<file path="src/rtl/dvs_pkg.sv">
package dvs_pkg;
  typedef enum logic [2:0] {
    ST_START, ST_HSA, ST_END, ST_HBP, ST_PIX, ST_NULL, ST_HFP, ST_EOT
  } step_e;

  typedef enum logic [1:0] {
    RG_SYNC, RG_BPORCH, RG_ACT, RG_FPORCH
  } vreg_e;

  typedef enum logic [1:0] {
    K_NONE, K_BLANK, K_PIX, K_NULL
  } kind_e;

  localparam logic [5:0] T_VS_START = 6'h01;
  localparam logic [5:0] T_VS_END   = 6'h11;
  localparam logic [5:0] T_HS_START = 6'h21;
  localparam logic [5:0] T_HS_END   = 6'h31;
  localparam logic [5:0] T_EOT      = 6'h08;
  localparam logic [5:0] T_NULL     = 6'h09;
  localparam logic [5:0] T_BLANK    = 6'h19;
  localparam logic [3:0] T_PIX_LO   = 4'hE;
endpackage

</file>
<file path="src/rtl/dvs_vline.sv">
module dvs_vline
  import dvs_pkg::*;
#(
  parameter int VW = 12
) (
  input  logic          clk,
  input  logic          rst_n,
  input  logic          clr,
  input  logic          adv,
  input  logic          auto_vcnt,
  input  logic [VW-1:0] v_sync,
  input  logic [VW-1:0] v_bp,
  input  logic [VW-1:0] v_act,
  input  logic [VW-1:0] v_fp,
  output logic          line_active,
  output logic          first_sync,
  output logic          last_sync
);
  localparam int NREG = 4;

  vreg_e         region;
  logic [VW-1:0] idx;
  logic [VW-1:0] lens [NREG];
  vreg_e         nxt_reg;
  vreg_e         top_reg;

  always_comb begin
    lens[0] = auto_vcnt ? '0 : v_sync;
    lens[1] = auto_vcnt ? '0 : v_bp;
    lens[2] = v_act;
    lens[3] = v_fp;
  end

  // first non-empty region after the current one (wrapping)
  always_comb begin
    logic       found;
    logic [1:0] cand;
    found   = 1'b0;
    nxt_reg = RG_ACT;
    for (int k = 1; k <= NREG; k++) begin
      cand = 2'(region) + 2'(k);
      if (!found && lens[cand] != '0) begin
        nxt_reg = vreg_e'(cand);
        found   = 1'b1;
      end
    end
  end

  // first non-empty region of a frame
  always_comb begin
    logic found;
    found   = 1'b0;
    top_reg = RG_ACT;
    for (int k = 0; k < NREG; k++) begin
      if (!found && lens[k] != '0) begin
        top_reg = vreg_e'(2'(k));
        found   = 1'b1;
      end
    end
  end

  logic [VW-1:0] cur_last;
  assign cur_last = lens[region] - VW'(1);

  always_ff @(posedge clk or negedge rst_n) begin
    if (!rst_n) begin
      region <= RG_SYNC;
      idx    <= '0;
    end else if (clr) begin
      region <= top_reg;
      idx    <= '0;
    end else if (adv) begin
      if (idx >= cur_last) begin
        region <= nxt_reg;
        idx    <= '0;
      end else begin
        idx <= idx + VW'(1);
      end
    end
  end

  assign line_active = (region == RG_ACT);
  assign first_sync  = (region == RG_SYNC) && (idx == '0);
  assign last_sync   = (region == RG_SYNC) && (idx == lens[0] - VW'(1));


  auto_skip_chk: assert property (@(posedge clk) disable iff (!rst_n)
    (!clr && auto_vcnt) |-> (region == RG_ACT || region == RG_FPORCH));
endmodule

</file>
<file path="src/rtl/dvs_step.sv">
module dvs_step
  import dvs_pkg::*;
(
  input  logic  clk,
  input  logic  rst_n,
  input  logic  clr,
  input  logic  fire,
  input  logic  pulse,
  input  logic  burst,
  input  logic  hse,
  input  logic  skip_hsa,
  input  logic  skip_hbp,
  input  logic  skip_hfp,
  input  logic  eot_off,
  input  logic  fill_nz,
  input  logic  line_active,
  output step_e step,
  output logic  line_done
);
  localparam int NSTEP = 8;

  logic [NSTEP-1:0] use_step;
  step_e            nxt;
  logic             more;

  always_comb begin
    use_step           = '0;
    use_step[ST_START] = 1'b1;
    use_step[ST_HSA]   = pulse && !skip_hsa;
    use_step[ST_END]   = pulse || (hse && !line_active);
    use_step[ST_HBP]   = line_active && !skip_hbp;
    use_step[ST_PIX]   = line_active;
    use_step[ST_NULL]  = line_active && !burst && fill_nz;
    use_step[ST_HFP]   = line_active && !skip_hfp;
    use_step[ST_EOT]   = !eot_off;
  end

  always_comb begin
    more = 1'b0;
    nxt  = ST_START;
    for (int k = 0; k < NSTEP; k++) begin
      if (!more && (k > int'(step)) && use_step[k]) begin
        nxt  = step_e'(3'(k));
        more = 1'b1;
      end
    end
  end

  assign line_done = fire && !more;

  always_ff @(posedge clk or negedge rst_n) begin
    if (!rst_n)    step <= ST_START;
    else if (clr)  step <= ST_START;
    else if (fire) step <= nxt;
  end


  event_no_hsa_chk: assert property (@(posedge clk) disable iff (!rst_n)
    (!clr && !pulse) |-> (step != ST_HSA));
endmodule

</file>
<file path="src/rtl/dvs_desc.sv">
module dvs_desc
  import dvs_pkg::*;
#(
  parameter int WCW = 16
) (
  input  step_e           step,
  input  logic            first_sync,
  input  logic            last_sync,
  input  logic [1:0]      vc,
  input  logic [1:0]      pix_fmt,
  input  logic [WCW-1:0]  h_sync,
  input  logic [WCW-1:0]  h_bp,
  input  logic [WCW-1:0]  h_act,
  input  logic [WCW-1:0]  h_fp,
  input  logic [WCW-1:0]  fill_wc,
  output logic [7:0]      di,
  output logic [WCW-1:0]  wc,
  output kind_e           kind
);
  localparam int XW = WCW + 4;

  logic [XW-1:0]  a, x2, x3, x9q;
  logic [WCW-1:0] pix_wc;
  logic [5:0]     ptype;

  always_comb begin
    a   = XW'(h_act);
    x2  = a << 1;
    x3  = a + (a << 1);
    x9q = ((a << 3) + a) >> 2;
    case (pix_fmt)
      2'd0:    pix_wc = x2[WCW-1:0];
      2'd1:    pix_wc = x9q[WCW-1:0];
      default: pix_wc = x3[WCW-1:0];
    endcase
  end

  always_comb begin
    ptype = T_EOT;
    wc    = '0;
    kind  = K_NONE;
    case (step)
      ST_START: ptype = first_sync ? T_VS_START : T_HS_START;
      ST_END:   ptype = last_sync ? T_VS_END : T_HS_END;
      ST_HSA:   begin ptype = T_BLANK; wc = h_sync; kind = K_BLANK; end
      ST_HBP:   begin ptype = T_BLANK; wc = h_bp;   kind = K_BLANK; end
      ST_HFP:   begin ptype = T_BLANK; wc = h_fp;   kind = K_BLANK; end
      ST_PIX:   begin ptype = {pix_fmt, T_PIX_LO}; wc = pix_wc; kind = K_PIX; end
      ST_NULL:  begin ptype = T_NULL; wc = fill_wc; kind = K_NULL; end
      default:  ptype = T_EOT;
    endcase
    di = {vc, ptype};
  end
endmodule

</file>
<file path="src/rtl/dvs_vid_sched.sv">
module dvs_vid_sched
  import dvs_pkg::*;
#(
  parameter int WCW = 16,
  parameter int VW  = 12
) (
  input  logic           clk,
  input  logic           rst_n,
  input  logic           en,
  input  logic [1:0]     mode,
  input  logic           hse,
  input  logic           skip_hsa,
  input  logic           skip_hbp,
  input  logic           skip_hfp,
  input  logic           auto_vcnt,
  input  logic           eot_off,
  input  logic [1:0]     vc,
  input  logic [1:0]     pix_fmt,
  input  logic [WCW-1:0] h_sync,
  input  logic [WCW-1:0] h_bp,
  input  logic [WCW-1:0] h_act,
  input  logic [WCW-1:0] h_fp,
  input  logic [VW-1:0]  v_sync,
  input  logic [VW-1:0]  v_bp,
  input  logic [VW-1:0]  v_act,
  input  logic [VW-1:0]  v_fp,
  input  logic [WCW-1:0] fill_wc,
  output logic           out_valid,
  input  logic           out_ready,
  output logic [7:0]     out_di,
  output logic [WCW-1:0] out_wc,
  output logic [1:0]     out_kind
);
  logic  running, fire, clr, line_done;
  logic  line_active, first_sync, last_sync;
  step_e step;
  kind_e kind;

  always_ff @(posedge clk or negedge rst_n) begin
    if (!rst_n) running <= 1'b0;
    else        running <= en;
  end

  assign clr       = !running;
  assign out_valid = running;
  assign fire      = out_valid && out_ready;

  dvs_vline #(.VW(VW)) u_vline (
    .clk(clk), .rst_n(rst_n), .clr(clr), .adv(line_done),
    .auto_vcnt(auto_vcnt), .v_sync(v_sync), .v_bp(v_bp),
    .v_act(v_act), .v_fp(v_fp), .line_active(line_active),
    .first_sync(first_sync), .last_sync(last_sync)
  );

  dvs_step u_step (
    .clk(clk), .rst_n(rst_n), .clr(clr), .fire(fire),
    .pulse(mode[1]), .burst(mode[0]), .hse(hse),
    .skip_hsa(skip_hsa), .skip_hbp(skip_hbp), .skip_hfp(skip_hfp),
    .eot_off(eot_off), .fill_nz(fill_wc != '0),
    .line_active(line_active), .step(step), .line_done(line_done)
  );

  dvs_desc #(.WCW(WCW)) u_desc (
    .step(step), .first_sync(first_sync), .last_sync(last_sync),
    .vc(vc), .pix_fmt(pix_fmt), .h_sync(h_sync), .h_bp(h_bp),
    .h_act(h_act), .h_fp(h_fp), .fill_wc(fill_wc),
    .di(out_di), .wc(out_wc), .kind(kind)
  );

  assign out_kind = kind;


  stall_hold_chk: assert property (@(posedge clk) disable iff (!rst_n)
    (out_valid && !out_ready && en) |=>
      (out_valid && $stable(out_di) && $stable(out_wc) && $stable(out_kind)));


  en_low_idle_chk: assert property (@(posedge clk) disable iff (!rst_n)
    !en |=> !out_valid);


  eot_then_start_chk: assert property (@(posedge clk) disable iff (!rst_n)
    (fire && en && out_di[5:0] == T_EOT) |=>
      (out_di[5:0] == T_HS_START || out_di[5:0] == T_VS_START));
endmodule

</file>
<file path="config.mk">
export PLATFORM = sky130hd
export DESIGN_NAME = dvs_vid_sched
export DESIGN_NICKNAME = d
export VERILOG_FILES = /design/src/rtl/dvs_pkg.sv /design/src/rtl/dvs_vline.sv /design/src/rtl/dvs_step.sv /design/src/rtl/dvs_desc.sv /design/src/rtl/dvs_vid_sched.sv
export SDC_FILE = /design/constraint.sdc
export NUM_CORES = 1
export LEC_CHECK = 0
export BUFFER_PORTS_ARGS = -buffer_cell sky130_fd_sc_hd__buf_4
export CAP_MARGIN = 5
export CORE_MARGIN = 8
export CORE_UTILIZATION = 51
export DETAILED_ROUTE_END_ITERATION = 7
export PLACE_DENSITY = 0.85
export SLEW_MARGIN = 20
export SYNTH_ARGS = -nofsm -noshare
export SYNTH_HDL_FRONTEND = slang
export SYNTH_SLANG_ARGS = --single-unit
export TNS_END_PERCENT = 10
</file>
<file path="constraint.sdc">
create_clock -name clk -period 4.8 [get_ports clk]
set_input_delay 0.48 -clock clk [delete_from_list [all_inputs] [get_ports clk]]
set_output_delay 0.48 -clock clk [all_outputs]
set_load 0.01 [all_outputs]
</file>
### Word-level counts from Yosys, hierarchy flattened

Cells that the tools add are included.

| word-level totals | value |
|---|---|
| bits in registers | 18 |
| output and inout bits | 27 |

| cells by class | value |
|---|---|
| $add $sub $neg | 8 |
| order comparisons | 12 |
| equal/unequal tests | 13 |
| mux-type cells | 56 |
| bitwise gates (word level) | 4 |
| reduce and logical (&&, ||, !) cells | 64 |

Operator list:

| kind | number |
|---|---|
| 12-bit two-way mux | 13 |
| 12-bit binary-select mux with 2-bit select | 4 |
| 12-bit nonzero test | 8 |
| 16-bit case mux with 5 select lines | 1 |
| 16-bit case mux with 2 select lines | 1 |
| 6-bit case mux with 5 select lines | 1 |
| 1-bit logical AND | 29 |
| 2-bit two-way mux | 13 |
| 12-bit by 1-bit subtractor with 12-bit output (second input constant) | 2 |
| 1-bit zero test | 19 |
| 18-bit by 16-bit adder with 18-bit output | 1 |
| 3-bit two-way mux | 6 |
| 16-bit adder | 1 |
| 16-bit nonzero test | 1 |
| 1-bit two-way mux | 14 |
| 12-bit by 1-bit adder with 12-bit output (second input constant) | 1 |
| 12-bit == test | 1 |
| 12-bit greater-or-equal comparator | 1 |
| 3-bit greater-or-equal comparator (second input constant) | 4 |
| 3-bit > comparator (first input constant) | 4 |
| 12-bit zero test | 1 |
| 6-bit two-way mux | 2 |
| 2-bit NOT with 3-bit output | 4 |
| 3-bit == test (second input constant) | 3 |
| other kinds (16) | 22 |

### Longest topological paths before layout

Gate-level depths: netlist of run 1.

| depth | value |
|---|---|
| depth after elaboration | 32 |
| mapped depth | 20 |
| gate-level depth less buffers | 16 |

### Cells and area by module

From an unflattened synthesis of run 1, not the netlist that was laid out.

| unflattened totals | value |
|---|---|
| cells, all modules | 610 |
| area total of the unflattened synthesis | 4,667.0 um^2 |

By module, submodules not included:

| module | times used | cells each | area an instance (um^2) |
|---|---|---|---|
| dvs_vline | 1 | 317 | 2,483.6 |
| dvs_desc | 1 | 246 | 1,773.0 |
| dvs_step | 1 | 39 | 344.1 |
| dvs_vid_sched | 1 | 8 | 66.3 |

### Least setup slack after synthesis of run 1

OpenSTA, ideal clock, no wires.

| timing | value |
|---|---|
| kind | input-to-output |
| from | input pix_fmt[1] |
| to | output out_wc[12] |
| data arrival time | 3.379 ns |
| slack | 0.941 ns |
| stages on the path | 12 |
| path buffers | 1 |
| cells stage by stage | inv_1 -> nand2_1 -> clkbuf_1 -> mux2_2 -> ha_1 -> o21a_1 -> a2111oi_0 -> o31ai_1 -> o21a_1 -> o21ai_0 -> o21ai_0 -> o21ai_0 |

| between the ends | value |
|---|---|
| longest elaborated chain between the ends | 3 |

RTL lines:

| element | line | source |
|---|---|---|
| start: declaration | dvs_vid_sched.sv:18 | `input logic [1:0] pix_fmt,` |
| 2-bit by 1-bit == test with 1-bit output or 2-bit zero test (tied branches) | dvs_desc.sv:31 | `case (pix_fmt)` |
| 16-bit case mux with 2 select lines * | dvs_desc.sv:31 |  |
| 16-bit case mux with 5 select lines * | dvs_desc.sv:42 | `case (step)` |
| end: declaration | dvs_vid_sched.sv:31 | `output logic [WCW-1:0] out_wc,` |

Mark *: on every way between the ends. The rest lies on a longest branch, timed or not.

### Worst setup path in the final report of run 1

| timing | value |
|---|---|
| from | register u_vline.region[0] |
| to | output out_di[5] |

| between the ends | value |
|---|---|
| longest elaborated chain between the ends | 4 |

RTL lines:

| element | line | source |
|---|---|---|
| start: declaration | dvs_vline.sv:21 | `vreg_e region;` |
| start signal: assignment | dvs_vline.sv:70 | `region <= top_reg;` |
| start signal: assignment | dvs_vline.sv:74 | `region <= nxt_reg;` |
| 2-bit zero test * | dvs_vline.sv:83, dvs_vline.sv:84 |  |
| 1-bit logical AND, on equally long branches | dvs_vline.sv:84, dvs_vline.sv:83 |  |
| 6-bit two-way mux, on equally long branches | dvs_desc.sv:44, dvs_desc.sv:43 |  |
| 6-bit case mux with 5 select lines * | dvs_desc.sv:42 |  |
| end: declaration | dvs_vid_sched.sv:30 | `output logic [7:0] out_di,` |

Marks and branches as above.

==> results of run 1 <==
worst max-delay path, cell delays in order, from the launching register on:
cell and delay [ps]:
sky130_fd_sc_hd__dfrtp_1 760, sky130_fd_sc_hd__buf_4 350, sky130_fd_sc_hd__inv_1 170, sky130_fd_sc_hd__ha_1 220, sky130_fd_sc_hd__nor4b_1 280, sky130_fd_sc_hd__nand3_1 120, sky130_fd_sc_hd__o41ai_1 680, sky130_fd_sc_hd__o2111ai_1 220
sky130_fd_sc_hd__nor4_1 300, sky130_fd_sc_hd__nand3_1 130, sky130_fd_sc_hd__a21oi_1 170, sky130_fd_sc_hd__a221oi_1 100, sky130_fd_sc_hd__buf_4 180
layout make-up:
cell class                 instances  area share
inverter                          20      0.0132
clock buffer                       4     0.00967
timing repair buffer             174       0.229
multi-input combinational        532       0.645
sequential                        18      0.0791
tap                              105      0.0231
cells by family (layout without fill, tap and decap cells):
group	Yosys count	in the layout
AND/OR/NAND/NOR	229	229
flip-flops	18	18
AO/OA/AOI/OAI	161	161
buffers and inverters	54	198
adder cells (fa/ha/maj)	33	33
multiplexers	67	67
XOR/XNOR	42	42
power by group through the flow:
stage | registers [mW] | clock network (mW) | logic (mW)
after floorplan | 0.193 | 0 | 0.875
after global placement | 0.241 | 0 | 1.14
after detailed placement | 0.243 | 0 | 1.18
after CTS | 0.240 | 0.128 | 1.19
after global routing | 0.247 | 0.138 | 1.32
final | 0.243 | 0.129 | 1.20
synthesized netlist by cell type, types with 19 or more instances:
master,instances,share of area
sky130_fd_sc_hd__ha_1,32,0.092
sky130_fd_sc_hd__clkbuf_1,21,0.018
sky130_fd_sc_hd__inv_1,20,0.017
sky130_fd_sc_hd__xnor2_1,25,0.050
sky130_fd_sc_hd__nand2_1,62,0.053
sky130_fd_sc_hd__nand3_1,19,0.022
sky130_fd_sc_hd__a21oi_1,31,0.036
sky130_fd_sc_hd__nor3_1,20,0.023
sky130_fd_sc_hd__nor4_1,19,0.027
sky130_fd_sc_hd__nor2_1,48,0.041
sky130_fd_sc_hd__mux2i_1,50,0.11
sky130_fd_sc_hd__o21ai_0,59,0.068
cells in the final DEF (no fill, tap or decap), types with 4 or more instances in the layout:
cell / count
sky130_fd_sc_hd__mux2_2: 17
sky130_fd_sc_hd__nor2_1: 48
sky130_fd_sc_hd__nor2b_1: 10
sky130_fd_sc_hd__inv_1: 20
sky130_fd_sc_hd__a22oi_1: 4
sky130_fd_sc_hd__o22a_1: 9
sky130_fd_sc_hd__xor2_1: 17
sky130_fd_sc_hd__clkbuf_8: 4
sky130_fd_sc_hd__ha_1: 32
sky130_fd_sc_hd__and3_1: 5
sky130_fd_sc_hd__a21o_1: 7
sky130_fd_sc_hd__and2_1: 6
sky130_fd_sc_hd__o21a_1: 4
sky130_fd_sc_hd__buf_4: 174
sky130_fd_sc_hd__or2_2: 5
sky130_fd_sc_hd__nor3_1: 20
sky130_fd_sc_hd__mux2i_1: 50
sky130_fd_sc_hd__nand2_1: 62
sky130_fd_sc_hd__xnor2_1: 25
sky130_fd_sc_hd__nor4_1: 19
sky130_fd_sc_hd__dfrtp_1: 18
sky130_fd_sc_hd__o22ai_1: 9
sky130_fd_sc_hd__nand3_1: 19
sky130_fd_sc_hd__nand4_1: 4
sky130_fd_sc_hd__a21oi_1: 31
sky130_fd_sc_hd__o21ai_0: 59
sky130_fd_sc_hd__nand2b_1: 13
flip-flops by register name, indices dropped and copies added (netlist names):
name / flops
u_vline.idx: 12
u_step.step: 3
out_valid: 1
u_vline.region: 2
layer usage:
layer  track usage  vias to the layer above  routed length [µm]
met3        0.0232                       40                1050
met5             0                        -                   0
met4        0.0850                        0                 427
met2         0.472                      242                8440
met1         0.320                     2461                6190
li1              -                     2506                   -
final timing paths:
path                                    from        endpoint  slack, ps  cells after the start
hold / removal                         rst_n  u_vline.idx[8]         80                      1
max in group asynchronous              rst_n  u_vline.idx[2]       4520                      1
setup reg to reg           u_vline.region[0]  u_vline.idx[6]        580                     16
setup / recovery           u_vline.region[0]       out_di[5]        380                     12
min in group clk                          en       out_valid        320                      1
hold reg to reg               u_step.step[2]  u_step.step[2]        580                      2
==> out/summary.log, run 1 <==
INFO  synth          netlist-cell-type-count=61
INFO  timing         final_max_slew_viol_count=0
INFO  synth          synth_simple_gate_area_frac=0.265
INFO  clocking       cts_made_buffers=3
INFO  timing         max_freq=0.226GHz
INFO  route          routed-via-count=5,249
INFO  synth          synth_top_family_by_area=simple AND/OR/NAND/NOR gates
INFO  synth          yosys_most_used_dff=sky130_fd_sc_hd__dfrtp_1
INFO  status         run_status=complete, no violations
INFO  pwr            power_per_cell_area=277mW/mm²
INFO  synth          synth_compound_area_frac=0.237
INFO  synth          post_synth_instance_area=0.00437mm²
INFO  finish         multi_input_comb_area=0.00367mm²
INFO  timing         final.period_utilization=0.921
INFO  route          drt_iter0_markers=375
INFO  timing         unrepaired_setup_endpoints_after_global_routing=false
INFO  synth          synthXorXnorAreaFrac=0.0843
INFO  finish         num-nets-final=926
INFO  clocking       clock_transition_at_path_regs=80ps
INFO  floorplan      die_height=109µm
INFO  clocking       h_tree_level_count=1
INFO  worst_setup_path crit_type=flop to output pin
INFO  pwr            switching_power=0.764mW
INFO  clocking       cts_tree=done
INFO  route          via_per_inst=6.15
INFO  timing         setup_ws=379ps
INFO  finish         utilization=0.689
INFO  grt            global_route_wire_length_before_repair=25.4mm
INFO  pwr            comb_power_share=0.764
INFO  floorplan      row_count=33
INFO  floorplan      fp.dieArea=0.0118mm²
INFO  synth          synth_async_sr_flop_share=1.00
INFO  timing         layout_min_cycle_time=4420ps
INFO  finish         area_growth=30.4%
INFO  worst_setup_path worst-endpoint-arrival=3940ps
INFO  clocking       cts_num_sinks=18
INFO  floorplan      die_x=109µm
INFO  placed_design  placedInstanceArea=0.00564mm²
INFO  finish         post_layout_nonfiller_instances=853
INFO  route          route.detailed.drc=0
INFO  clocking       postCtsHoldBufs=0
INFO  pwr            seq_power_share=0.154
INFO  synth          yosys-mux-area-fraction=0.158
INFO  finish         final_cell_area=0.00569mm²
INFO  timing         skew=3.49ps
INFO  timing         setup-tns-final=0ps
INFO  clocking       clk-insertion-delay-late=260ps
INFO  pwr            power=1.57mW
INFO  grt            first_global_vias=5,219
INFO  finish         layout.area.seq=450µm²
INFO  synth          syn-instance-count=604
INFO  pwr            internal_power=0.810mW
INFO  synth          synth-adder-area-share=0.0963
INFO  worst_setup_path worst-path-max-fanout=21
INFO  grt            grt_antenna_before_repair=0
INFO  grt            grt_max_degree=40
INFO  placed_design  io_buffers=166
INFO  timing         timing_worst_slew_pin_value=1010ps
INFO  hold_path      hold_path.class=input pin to asynchronous set/reset pin
INFO  timing         setup_viol=0
INFO  pwr            sw_frac_of_total=0.485
INFO  grt            grt_overflow_total=0
INFO  timing         hold_ws=79.1ps
INFO  finish         proportion_of_layout_cells_with_a_drive_suffix_above_1=0.282
INFO  route          first_pass_iters=5
INFO  placed_design  hpwl=13.6mm
INFO  worst_setup_path cp-start-kind=flop
INFO  route          ant_nets=0
INFO  synth          number_of_enable_flip_flop_cells_after_synthesis=0
INFO  finish         antenna-diode-count=0
INFO  clocking       post_cts.resized_instances=0
INFO  clocking       ctsLongestPathBuffers=2
INFO  timing         timing.slew.headroom=0.325
INFO  synth          postSynthRegisterBits=18
INFO  synth          yosys_warnings=0
INFO  floorplan      pin_count=171
INFO  worst_setup_path required_time_of_the_worst_setup_path=4320ps
INFO  clocking       clock-root-buffer=sky130_fd_sc_hd__clkbuf_8
INFO  route          wire_per_inst=18.9µm
INFO  worst_setup_path end_kind=output pin
INFO  route          total_wire_length=16.1mm
INFO  floorplan      initial_cell_density_of_the_core=0.529
INFO  placed_design  routabilityCongestion=0.972
INFO  floorplan      core=0.00826mm²
INFO  pwr            clock_power_share=0.082
INFO  pwr            static_leakage=2.56nW
INFO  run            timing.max_cap.violations=0
INFO  pwr            vdd.ir_drop.worst=0.147mV
INFO  clocking       post-cts-setup-buffer-count=0
INFO  placed_design  detailedPlace.worstSlack=596ps
INFO  synth          syn-num-nets=781
INFO  finish         layout.filler_cells=678
INFO  synth          syn_area_per_cell=7.23µm²
INFO  synth          yosysSeqAreaShare=0.103
INFO  timing         number_of_endpoints_with_negative_hold_slack_in_the_final_report=0
INFO  grt            grt.total_usage=0.263
INFO  placed_design  placed_cells_incl_taps=849
Power figures use the tool's default switching activity.
==> inputs of run 2 (changes only) <==
==> constraint.sdc (replaced) <==
create_clock -name clk -period 4.8 [get_ports clk]
set_input_delay 0.72 -clock clk [delete_from_list [all_inputs] [get_ports clk]]
set_output_delay 0.72 -clock clk [all_outputs]
set_load 0.01 [all_outputs]
==> run 2 against run 1 <==
  * Cell area rose by 0.24%
  * Critical path depth did not move
  * Via count rose by 0.44%
  * Clock power fell by 4%
  * Critical path type unchanged
  * Largest cell class unchanged
==> out/summary.log, run 2 (same netlist as run 1, synthesis figures left out) <==
INFO  floorplan      row_count=33 [unchanged]
INFO  placed_design  placed_cells_incl_taps=851 [was 849]
INFO  worst_setup_path cp_cell_instances=buf_4 > inv_1 > ha_1 > nor4b_1 > nand3_1 > o41ai_1 > o2111ai_1 > nor4_1 > nand3_1 > a21oi_1 > a221oi_1 > buf_4 [unchanged]
INFO  grt            globalRouteMet2Util=0.467 [was 0.472]
INFO  finish         area_growth=30.7% [was 30.4%]
INFO  route          via_per_inst=6.17 [was 6.15]
INFO  clocking       cts_tree=done [unchanged]
INFO  route          wire_per_inst=19.0µm [was 18.9 µm]
INFO  worst_setup_path ff2ff_setup_slack=550ps [was 580 ps]
INFO  clocking       post-cts-setup-buffer-count=0 [unchanged]
INFO  timing         layout_min_cycle_time=4530ps [was 4420 ps]
INFO  timing         skew=2.43ps [was 3.49 ps]
INFO  clocking       cts_made_buffers=3 [unchanged]
INFO  timing         setup_ws=273ps [was 379 ps]
INFO  grt            globalRouteMet3Util=0.0357 [was 0.0232]
INFO  worst_setup_path worst_path_largest_cell_delay=720ps [was 760 ps]
INFO  worst_setup_path worstReg2RegStart=u_vline.region[0] [unchanged]
INFO  floorplan      initial_cell_density_of_the_core=0.529 [unchanged]
INFO  worst_setup_path cp-start-kind=flop [unchanged]
INFO  placed_design  detailedPlace.worstSlack=260ps [was 596 ps]
INFO  clocking       postCtsHoldBufs=0 [unchanged]
INFO  grt            grt.busiest_layer=met2 [unchanged]
INFO  grt            grt_max_degree=34 [was 40]
INFO  timing         max_freq=0.221GHz [was 0.226 GHz]
INFO  placed_design  io_buffers=166 [unchanged]
INFO  finish         num-nets-final=928 [was 926]
INFO  timing         number_of_endpoints_with_negative_hold_slack_in_the_final_report=0 [unchanged]
INFO  pwr            power=1.58mW [was 1.57 mW]
INFO  pwr            vdd.ir_drop.worst=0.120mV [was 0.147 mV]
INFO  timing         hold_ws=323ps [was 79.1 ps]
INFO  clocking       clock-root-buffer=sky130_fd_sc_hd__clkbuf_8 [unchanged]
INFO  pwr            static_leakage=2.57nW [was 2.56 nW]
INFO  grt            grt_overflow_total=0 [unchanged]
INFO  worst_setup_path required_time_of_the_worst_setup_path=4080ps [was 4320 ps]
INFO  run            timing.max_cap.violations=0 [unchanged]
INFO  timing         final_max_slew_viol_count=0 [unchanged]
INFO  clocking       post_cts.resized_instances=0 [unchanged]
INFO  grt            global_route_wire_length_before_repair=25.9mm [was 25.4 mm]
INFO  worst_setup_path worst_r2r_endpoint=u_vline.region[1] [was u_vline.idx[6]]
INFO  route          total_wire_length=16.3mm [was 16.1 mm]
INFO  finish         largest_reg_flops=12 [unchanged]
INFO  finish         post_layout_nonfiller_instances=855 [was 853]
INFO  route          ant_nets=0 [unchanged]
INFO  floorplan      pin_count=171 [unchanged]
INFO  route          drt_iter0_markers=363 [was 375]
INFO  route          first_pass_iters=6 [was 5]
INFO  finish         proportion_of_layout_cells_with_a_drive_suffix_above_1=0.283 [was 0.282]
INFO  status         run_status=complete, no violations [unchanged]
INFO  timing         final.period_utilization=0.943 [was 0.921]
INFO  clocking       ctsLongestPathBuffers=2 [unchanged]
INFO  clocking       h_tree_level_count=1 [unchanged]
INFO  worst_setup_path worst-path-max-fanout=18 [was 21]
INFO  floorplan      die_x=109µm [unchanged]
INFO  finish         mostFrequentLayoutCell=sky130_fd_sc_hd__buf_4 [unchanged]
INFO  clocking       clock_transition_at_path_regs=70ps [was 80 ps]
INFO  clocking       clk-insertion-delay-late=250ps [was 260 ps]
INFO  finish         top_register=u_vline.idx [unchanged]
INFO  timing         timing.slew.headroom=0.352 [was 0.325]
INFO  floorplan      die_height=109µm [unchanged]
INFO  grt            grt.total_usage=0.268 [was 0.263]
INFO  worst_setup_path end_kind=output pin [unchanged]
INFO  placed_design  hpwl=13.6mm [about the same]
INFO  worst_setup_path r2r_cells=17 [was 16]
INFO  timing         unrepaired_setup_endpoints_after_global_routing=false [unchanged]
INFO  timing         timing_worst_slew_pin_value=969ps [was 1010 ps]
INFO  grt            grt_antenna_before_repair=0 [unchanged]
INFO  finish         antenna-diode-count=0 [unchanged]
INFO  hold_path      hold_path.class=input pin to asynchronous set/reset pin [unchanged]
INFO  worst_setup_path worst-endpoint-arrival=3810ps [was 3940 ps]
INFO  floorplan      core=0.00826mm² [unchanged]
INFO  pwr            power_per_cell_area=277mW/mm² [about the same]
INFO  finish         largestRegisters=u_vline.idx x12, u_step.step x3, u_vline.region x2 [unchanged]
INFO  timing         setup-tns-final=0ps [unchanged]
INFO  grt            first_global_vias=5,260 [was 5,219]
INFO  route          routed-via-count=5,272 [was 5,249]
INFO  worst_setup_path timing.critical_path.slowest_stage_cell=sky130_fd_sc_hd__dfrtp_1 [unchanged]
INFO  finish         most-common-layout-cells=sky130_fd_sc_hd__buf_4, sky130_fd_sc_hd__nand2_1, sky130_fd_sc_hd__o21ai_0, sky130_fd_sc_hd__mux2i_1, sky130_fd_sc_hd__nor2_1 [unchanged]
INFO  floorplan      fp.dieArea=0.0118mm² [unchanged]
INFO  worst_setup_path crit_type=flop to output pin [unchanged]
INFO  clocking       cts_num_sinks=18 [unchanged]
INFO  route          route.detailed.drc=0 [unchanged]
INFO  timing         setup_viol=0 [unchanged]
INFO  grt            groute.layer.met1.usage=0.333 [was 0.320]
INFO  placed_design  routabilityCongestion=0.965 [was 0.972]
## run 2: cell count changes in the layout (fill, tap and decap cells not counted), sizes merged
cell / previous run / this run
buf: 174 / 176
## run 2: routing by layer
metal	vias up	part of all wire
met4	0	0.028
met5	-	0
met3	38	0.076
li1	2504	-
met1	2494	0.38
met2	236	0.51
## run 2: through the flow
step	instance area (µm²)	utilization
after floorplan	4370	-
after global placement	5650	0.684
after detailed placement	5650	0.684
after CTS	5710	0.691
after global routing	5710	0.691
final	5710	0.691
## run 2: power breakdown
part	total [mW]	switching, mW	internal [mW]
clock network	0.124	0.0514	0.0729
logic	1.21	0.643	0.571
registers	0.241	0.0705	0.171
total	1.58	0.765	0.815
## run 2: how the worst max path moves through the flow
stage	from	end	cells past startpoint
floorplan	pix_fmt[1]	out_wc[12]	12
global placement	pix_fmt[1]	out_wc[14]	14
detailed placement	pix_fmt[1]	out_wc[14]	14
CTS	pix_fmt[1]	out_wc[14]	14
global route	u_vline.region[0]	out_di[5]	12
finish	u_vline.region[0]	out_di[5]	12
## run 2: cell type report
type	count	area (µm²)
multi-input cells	532	3670
clock buffers	4	55.1
well taps	105	131
fillers	701	2550
inverters	20	75.1
flip-flops and latches	18	450
repair buffers	176	1320
## run 2: worst max-delay path, delay by kind of cell (launching register included)
| kind | cells | cell delay [ps] |
|---|---|---|
| AO/OA/AOI/OAI | 4 | 1130 |
| AND/OR/NAND/NOR | 4 | 740 |
| flip-flops | 1 | 720 |
| buffers and inverters | 3 | 700 |
| adder cells (fa/ha/maj) | 1 | 260 |
